[src/rtl/idx_host_port.sv]
module idx_host_port #(
  parameter int WIN_W   = 10,
  parameter int LONG_W  = 12,
  parameter int GAMMA_N = 256,
  parameter int FILT_N  = 32
) (
  input  logic        clk,
  input  logic        rst_n,
  input  logic        host_wr,
  input  logic        host_rd,
  input  logic        host_dc,
  input  logic [15:0] host_wdata,
  input  logic [7:0]  irq_set,
  output logic [15:0] host_rdata,
  output logic        irq_out
);
  localparam int GW = $clog2(GAMMA_N);
  localparam int FW = $clog2(FILT_N) + 1;
  localparam int NWIN = 4;

  logic [7:0]        idx;
  logic [6:0]        pll_div;
  logic [LONG_W-1:0] pll_ctl, refresh;
  logic [7:0]        pll_mode, tm0, tm1, tm2, panel, stat_ctl, irq_stat;
  logic [WIN_W-1:0]  height;
  logic [WIN_W-1:0]  win [NWIN];
  logic [GW-1:0]     gptr;
  logic [FW-1:0]     fptr;
  logic [7:0]        gamma [GAMMA_N];
  logic [7:0]        filt  [FILT_N];
  logic [7:0]        rv;

  wire [7:0] wb     = host_wdata[7:0];
  wire       do_wr  = host_wr & host_dc;
  wire       do_rd  = host_rd & ~host_wr & host_dc;
  wire       stream = (idx == 8'h90) | (idx == 8'h5a) | (idx == 8'hb8);
  wire       f_ok   = fptr < FW'(FILT_N);
  wire       in_win = (idx >= 8'h6c) && (idx <= 8'h7a) && !idx[0];
  wire [7:0] woff   = idx - 8'h6c;
  wire [1:0] wk     = woff[3:2];

  assign irq_out = |irq_stat;

  always_comb begin
    rv = 8'h00;
    case (idx)
      8'h00: rv = 8'ha5;
      8'h02: rv = 8'h83;
      8'h04: rv = {1'b1, 7'(pll_div - 7'd1)};
      8'h08: rv = pll_ctl[7:0];
      8'h0a: rv = 8'(pll_ctl >> 8);
      8'h0c: rv = pll_mode;
      8'h18: rv = refresh[7:0];
      8'h1a: rv = 8'(refresh >> 8);
      8'h1c: rv = tm0;
      8'h1e: rv = tm1;
      8'h20: rv = tm2;
      8'h28: rv = panel;
      8'h2e: rv = height[7:0];
      8'h30: rv = 8'(height >> 8);
      8'h58: rv = 8'(fptr);
      8'h5a: rv = f_ok ? filt[fptr[FW-2:0]] : 8'h00;
      8'hb6: rv = 8'(gptr);
      8'hb8: rv = gamma[gptr];
      8'he8: rv = stat_ctl | 8'h20;
      8'hf6: rv = irq_stat;
      default: if (in_win) rv = idx[1] ? 8'(win[wk] >> 8) : win[wk][7:0];
    endcase
  end

  always_ff @(posedge clk) begin
    if (!rst_n) begin
      idx        <= 8'h00;
      host_rdata <= 16'h0000;
    end else begin
      if (host_wr && !host_dc)   idx <= wb;
      else if (do_wr && !stream) idx <= idx + 8'd2;
      else if (do_rd)            idx <= idx + 8'd1;
      if (host_rd && !host_wr)   host_rdata <= {8'h00, host_dc ? rv : idx};
    end
  end

  always_ff @(posedge clk) begin
    if (!rst_n) begin
      pll_div  <= 7'd9;
      pll_ctl  <= LONG_W'(12'h014);
      refresh  <= LONG_W'(12'h25c);
      pll_mode <= 8'h32;
      tm0      <= 8'h3f;
      tm1      <= 8'h13;
      tm2      <= 8'h21;
      panel    <= 8'h74;
      height   <= WIN_W'(1);
      stat_ctl <= 8'h00;
    end else if (do_wr) begin
      case (idx)
        8'h04: pll_div  <= {1'b0, wb[5:0]} + 7'd1;
        8'h08: pll_ctl[7:0] <= wb;
        8'h0a: pll_ctl[LONG_W-1:8] <= wb[LONG_W-9:0];
        8'h0c: pll_mode <= wb & 8'h77;
        8'h18: refresh[7:0] <= wb;
        8'h1a: refresh[LONG_W-1:8] <= wb[LONG_W-9:0];
        8'h1c: tm0      <= wb & 8'h7f;
        8'h1e: tm1      <= wb & 8'h17;
        8'h20: tm2      <= wb & 8'h35;
        8'h28: panel    <= wb;
        8'h2e: height[7:0] <= wb;
        8'h30: height[WIN_W-1:8] <= wb[WIN_W-9:0];
        8'he8: stat_ctl <= wb & 8'h1b;
        default: ;
      endcase
    end
  end

  for (genvar k = 0; k < NWIN; k++) begin : g_win
    localparam logic [7:0] LO = 8'h6c + 8'(4 * k);
    always_ff @(posedge clk) begin
      if (!rst_n) win[k] <= '0;
      else if (do_wr && idx == LO) win[k][7:0] <= wb;
      else if (do_wr && idx == LO + 8'd2) win[k][WIN_W-1:8] <= wb[WIN_W-9:0];
    end
  end

  always_ff @(posedge clk) begin
    if (!rst_n) begin
      gptr     <= '0;
      fptr     <= '0;
      irq_stat <= 8'h00;
    end else begin
      if (do_wr && idx == 8'hb6) gptr <= wb[GW-1:0];
      else if ((do_wr || do_rd) && idx == 8'hb8) gptr <= gptr + 1'b1;
      if (do_wr && idx == 8'h58) fptr <= {1'b0, wb[FW-2:0]};
      else if ((do_wr || do_rd) && idx == 8'h5a && f_ok) fptr <= fptr + 1'b1;
      irq_stat <= ((do_wr && idx == 8'hf6) ? (irq_stat & wb) : irq_stat) | irq_set;
    end
  end

  always_ff @(posedge clk) begin
    if (do_wr && idx == 8'hb8) gamma[gptr] <= wb;
    if (do_wr && idx == 8'h5a && f_ok) filt[fptr[FW-2:0]] <= wb;
  end
endmodule


[config.mk]
export PLATFORM = sky130hd
export DESIGN_NAME = idx_host_port
export DESIGN_NICKNAME = d
export VERILOG_FILES = /design/src/rtl/idx_host_port.sv
export SDC_FILE = /design/constraint.sdc
export NUM_CORES = 2
export LEC_CHECK = 0
export CAP_MARGIN = 30
export CORE_MARGIN = 8
export CORE_UTILIZATION = 45
export CTS_CLUSTER_SIZE = 25
export DETAILED_ROUTE_END_ITERATION = 6
export PLACE_DENSITY = 0.65
export SYNTH_ARGS = -nofsm -noshare
export SYNTH_HDL_FRONTEND = slang
export SYNTH_SLANG_ARGS = --single-unit
[constraint.sdc]
create_clock -name clk -period 3.9 [get_ports clk]
set_clock_uncertainty 0.1 [all_clocks]
set_input_delay 0.78 -clock clk [delete_from_list [all_inputs] [get_ports clk]]
set_output_delay 0.78 -clock clk [all_outputs]
set_load 0.01 [all_outputs]
After elaboration in Yosys (flattened, before gate mapping)
Memory sizes are Yosys's and may differ from the RTL's. A register that Yosys moved wholly into a read port is not among the register bits. Index checks and enable logic that the tools add are counted.

Reduce and logical (&&, ||, !) cells: 46. Add/sub/neg operators: 7. Magnitude comparators: 3. Equal/unequal tests: 28. Bitwise gates (word level): 17. Multiplexer cells: 58.

Operators by type and width (number): $pmux 8 s20 (1); $mux 8 (16); $eq 8x7->1 const B (10); $eq 8x8->1 const B (5); $mux 1 (33); $eq 8x5->1 const B (4); $eq 8x6->1 const B (4); $reduce_and 2->1 (13); $eq 8x4->1 const B (3); $logic_and 1x1->1 (22); $mux 5 (4); $add 8x1->8 const B (2); $or 1x1->1 (10); $add 8x2->8 const B (1); $and 8x8->8 (1); $eq 8x2->1 const B (1); $eq 8x3->1 const B (1); $ge 8x7->1 const B (1); $le 8x7->1 const B (1); $logic_not 8->1 (1); $mux 2 (4); $or 8x8->8 (1); $reduce_or 8->1 (1); $add 6x1->7 const B (1); 11 further kinds (18).

Memory bits (writable): 2344. Memories kept: 3. Word-level logic and storage cells: 181. Output and inout bits: 17. Flip-flop bits (word level): 112.

Memory list: gamma (depth 256, bits a word 8, read ports 1, clocked after Yosys merged registers in 1, wr ports 1, RTL line 29) `logic [7:0] gamma [GAMMA_N];`; filt (depth 32, bits a word 8, read ports 1, clocked after Yosys merged registers in 1, wr ports 1, RTL line 30) `logic [7:0] filt [FILT_N];`; win (depth 4, bits a word 10, read ports 1, clocked after Yosys merged registers in 0, wr ports 4, RTL line 26) `logic [WIN_W-1:0] win [NWIN];`.

Depth between registers and ports, before layout
Depth after elaboration: 10. Depth in mapped cells: 14. Mapped depth without buffers: 10.

Least setup slack after synthesis
No wires, ideal clock.

Path kind: reg-to-reg. Start: register idx[2]. End: register host_rdata[5]. Setup time: 0.086 ns. Cell stages (with the launch flop): 13. Path slack: 0.496 ns. Data arrival time: 3.218 ns. Path through: dfxtp_1 > clkbuf_1 > inv_1 > ha_1 > buf_1 > mux2_2 > o221a_2 > nor4_1 > nand4_1 > o311ai_0 > nand4b_1 > nor2_1 > a211oi_1.

Cells in the longest elaborated chain, start to end: 6. Elaborated cells between the ends (all ways): 30. Those cells by class: add/sub (1); order compare (2); eq/ne (19); mux (4); reduce/logical (3); memory (1).

Ends and longest elaborated chain: start: declaration (RTL line 21) `logic [7:0] idx;`; start signal: assignment (RTL line 76) `if (host_wr && !host_dc) idx <= wb;`; start signal: assignment (RTL line 77) `else if (do_wr && !stream) idx <= idx + 8'd2;`; start signal: assignment (RTL line 78) `else if (do_rd) idx <= idx + 8'd1;`; $sub 4x4->4, or another cell as far along (RTL line 39) `wire [7:0] woff = idx - 8'h6c;`; $mem_v2 4x10 / $logic_and 1x1->1 (equally long branches); $mux 8 / $logic_and 1x1->1 (equally long branches) (RTL line 67, 38); $mux 8 (RTL line 67) `default: if (in_win) rv = idx[1] ? 8'(win[wk] >> 8) : win[wk][7:0];`; $pmux 8 s20 (*) (RTL line 46) `case (idx)`; $mux 8 (*) (RTL line 79) `if (host_rd && !host_wr) host_rdata <= {8'h00, host_dc ? rv : idx};`; end signal: assignment (RTL line 79); end: declaration (RTL line 14) `output logic [15:0] host_rdata,`.

Every way passes the cells marked *; elsewhere a longest branch is shown, timed or not. A chain may end at the register's enable or synchronous reset.

==> flow_summary.rst <==
.. list-table::
   :header-rows: 1

   * - Metric
     - Value
   * - IO Pins
     - 46
   * - Number of placed instances with taps included
     - 8,318
   * - Via count of the first global-routing pass
     - 52,800
   * - Number of flops mapped to enable cells by yosys
     - 2,344
   * - TritonCTS clock tree
     - yes
   * - Worst endpoint required time
     - 4.52 ns
   * - Internal portion of total power
     - 0.0423 W
   * - Instance count of the mapped netlist
     - 5,159
   * - Power per cell area
     - 468 nW/um^2
   * - Kind of capture point of the worst setup path
     - flop
   * - Critical path data arrival time
     - 4.45 ns
   * - Final Hold Violating Endpoints
     - 0
   * - Cell Area, Synth
     - 98,400 sq um
   * - Largest fanout of any net on the critical path
     - 13
   * - Die Area
     - 234,000 sq um
   * - Clock sink total
     - 2,469
   * - Switch share
     - 0.203
   * - Synth-to-layout area growth
     - 15.3%
   * - Dominant synthesized flop cell
     - edfxtp_1
   * - CP peak stage delay
     - 0.65 ns
   * - Warnings, synthesis
     - 0
   * - Worst slew margin
     - 0.127
   * - Leftover overflow at the end of global routing
     - 0
   * - Aggregate routed wire length
     - 258,000 um
   * - Largest area contributor in the synthesized netlist
     - edfxtp_1
   * - Final setup violation count
     - 0
   * - Clock buffer count from CTS
     - 238
   * - CTS Hold Buffers Added
     - 0
   * - Synth cell types
     - 82
   * - Post-Place Worst Slack
     - -0.178 ns
   * - Final standard cell count with taps included and fillers excluded
     - 8,777
   * - Routed wirelength normalized by instance count
     - 29.4 um
   * - WHS Path Cells
     - 3
   * - Instance area at placement
     - 106,000 sq um
   * - Clock insertion delay at the later pin of the skew report
     - 0.89 ns
   * - P_leak
     - 35.6 nW
   * - Max_cap viols
     - 0
   * - Crit path time final
     - 3.83 ns
   * - Crit path launch type
     - flop
   * - Total routing resource utilization after global routing
     - 0.215
   * - Syn_area_per_cell
     - 19.1 sq um
   * - H-tree depth
     - 4
   * - Port Buffers
     - 29
   * - Final critical-path setup slack
     - 0.0672 ns
   * - Failing checks
     - DRC
   * - HPWL after detailed placement
     - 164,000 um
   * - Crit Path Class
     - reg -> reg
   * - FF+latch count, synth
     - 2,469
   * - Count of cells along the worst register-to-register path
     - 11
   * - Drt initial violations
     - 7,086
   * - Area of all placed cells without fillers
     - 113,000 sq um
   * - # nets final
     - 5,755
   * - Initial antenna violation count
     - 10
   * - RSZ-0062 raised after global routing
     - false
   * - Final-report max-slew violation count
     - 0
   * - Share of synthesized flip-flops with an asynchronous set or reset
     - 0
   * - Number of cell rows
     - 171
   * - Outcome
     - finished with violations
   * - Share of final-layout standard cells stronger than drive strength 1
     - 0.261
   * - Placeable core region
     - 217,000 sq um
   * - Maximum VDD drop
     - 0.463 mV
   * - Clock-pin transition on the worst setup and hold timing paths
     - 0.06 ns
   * - Final Cycle Share
     - 0.983
   * - End-of-flow core utilization
     - 0.523
   * - Critical path cell sequence
     - buf_4, buf_12, mux4_1, mux4_2, nor2b_1, o41ai_2, buf_4, a31oi_1, o41ai_1, buf_4, a221oi_2
   * - Pin count of the biggest net entering global routing
     - 119
   * - Worst-margin pin slew
     - 1.29 ns
   * - Cell at the slowest stage of the critical path
     - o41ai_2
   * - Remaining DRCs
     - 3
   * - Effective utilization at floorplan
     - 0.453
   * - Switching power total
     - 0.0108 W
   * - Mean number of vias per cell
     - 6.04
   * - Number of filler cells placed in the layout
     - 16,800
   * - CTS root buffer
     - clkbuf_16
   * - Main area contributors after synthesis
     - edfxtp_1 72%, mux4_2 12%, dfxtp_1 2.5%
   * - Global-route wire length before repair
     - 375,000 um
   * - Die X-Extent
     - 484 um
   * - Maximum clock frequency
     - 261 MHz
   * - Share of power burned in the clock network
     - 0.437
   * - Chip Height
     - 484 um
   * - Area taken by flip-flops and latches
     - 72,900 sq um
   * - Area taken by multi-input logic gates
     - 23,300 sq um
   * - Weighted congestion reported at the end of routability-driven placement
     - 0.924
   * - Most frequent cell on the critical path
     - buf_4
   * - Remaining number of nets flagged by the antenna check after routing
     - 0
   * - Sequential fraction of design power
     - 0.547
   * - 1st-pass router iterations
     - 7
   * - Part of the total power dissipated in combinational logic
     - 0.016
   * - Detailed-route via count
     - 53,000
   * - HP Class
     - in -> reg
   * - Area share of the largest cell type after synthesis
     - 0.715
   * - Maximum clock insertion buffer count
     - 3
   * - Post-synthesis sequential area ratio
     - 0.741
-- worst max-delay path, delay by kind of cell, from the launching register on --
kind / cells / cell delay (ns)
flops: 1 / 0.48
simple gates: 1 / 0.18
buf+inv: 4 / 0.90
compound gates: 4 / 0.86
mux: 2 / 1.13
-- metal layers --
metal,vias to the layer above,part of all wire,global-route usage
met5,-,0.000054,0
met4,4,0.036,0.0723
met3,503,0.090,0.0440
met2,2570,0.47,0.341
met1,27800,0.40,0.299
li1,22200,-,-
-- synthesized netlist by cell type, drive strengths merged, types with 9 or more instances --
master,count
clkbuf,148
a211oi,52
and3,32
ha,19
nor2,397
o21ai,50
a311oi,17
edfxtp,2344
nor2b,23
a2111oi,9
nand3,96
a22oi,42
mux4,560
a21oi,126
mux2i,196
inv,26
a31oi,18
nand2b,12
and2,50
xor2,12
dfxtp,125
nor3,37
o22ai,54
o221ai,58
buf,187
a221oi,14
nand4,34
nor4,17
nand2,305
-- final cells by class --
type,instances,area share
diodes,4,0.0000882
multi-input cells,2334,0.206
flip-flops and latches,2469,0.643
clock inverters,181,0.0156
repair buffers,636,0.0500
inverters,28,0.000981
clock buffers,271,0.0538
well taps,2854,0.0315
-- cell families after synthesis --
| kind of cell | synth area share |
|---|---|
| other | 0.0000381 |
| flip-flops | 0.741 |
| multiplexers | 0.151 |
| AO/OA/AOI/OAI | 0.0348 |
| buffers and inverters | 0.0230 |
| XOR/XNOR | 0.00169 |
| AND/OR/NAND/NOR | 0.0467 |
| adder cells (fa/ha/maj) | 0.00242 |
-- repair_timing --
| action | 4_1_cts | 5_1_grt |
|---|---|---|
| setup buffers | 0 | 2 |
| endpoints found under the setup margin | 3 | 5 |
| resized for setup | 5 | 5 |
| hold endpoints to repair | 0 | 0 |
-- through the flow --
stage	hold WS, ns	TNS [ns]	total power (W)
2_1_floorplan	0.336	0	0.0299
3_3_place_gp	0.346	-0.329	0.0304
3_5_place_dp	0.349	-0.461	0.0305
4_1_cts	0.101	0	0.0534
5_1_grt	0.171	0	0.0544
6_report	0.176	0	0.0531
-- flip-flops by register name, summed over array words and instances, names as in the netlist, 8 cells and up, named ones only --
register / count
irq_stat: 8
idx: 8
filt: 256
panel: 8
gamma: 2048
refresh: 12
win: 40
height: 10
pll_ctl: 12
gptr: 8
host_rdata: 8
-- worst paths after layout --
check | from | slack, ns | end
max | flop | 0.07 | host_rdata[4]
max reg2reg | flop | 0.07 | host_rdata[4]
min | rst_n | 0.18 | host_rdata[1]
min reg2reg | pll_mode[2] | 0.36 | pll_mode[2]
-- layout by cell type (no fill, tap or decap), types with 19 or more instances in the layout --
| master | n |
|---|---|
| nand3_1 | 96 |
| mux4_2 | 516 |
| clkbuf_16 | 239 |
| o221ai_1 | 56 |
| buf_4 | 541 |
| ha_1 | 19 |
| dfxtp_1 | 117 |
| a22oi_1 | 42 |
| a21oi_1 | 126 |
| clkinv_1 | 59 |
| bufinv_16 | 28 |
| and3_1 | 32 |
| nor2b_1 | 22 |
| buf_12 | 64 |
| clkinv_2 | 64 |
| clkbuf_1 | 32 |
| nor3_1 | 33 |
| o22ai_1 | 54 |
| nor2_1 | 397 |
| nand2_1 | 303 |
| mux4_1 | 44 |
| o21ai_0 | 47 |
| nand4_1 | 34 |
| inv_1 | 21 |
| mux2i_1 | 196 |
| and2_1 | 48 |
| edfxtp_1 | 2344 |
| clkdlybuf4s50_1 | 20 |
| a211oi_1 | 52 |
-- power by group through the flow --
| stage | clock network, W | registers [W] | logic [W] |
|---|---|---|---|
| 2_1_floorplan | 0 | 0.0296 | 0.000251 |
| 3_3_place_gp | 0 | 0.0296 | 0.000829 |
| 3_5_place_dp | 0 | 0.0296 | 0.000869 |
| 4_1_cts | 0.0235 | 0.0290 | 0.000869 |
| 5_1_grt | 0.0245 | 0.0290 | 0.000943 |
| 6_report | 0.0232 | 0.0290 | 0.000876 |
No activity file was read; power rests on OpenSTA's default activity.
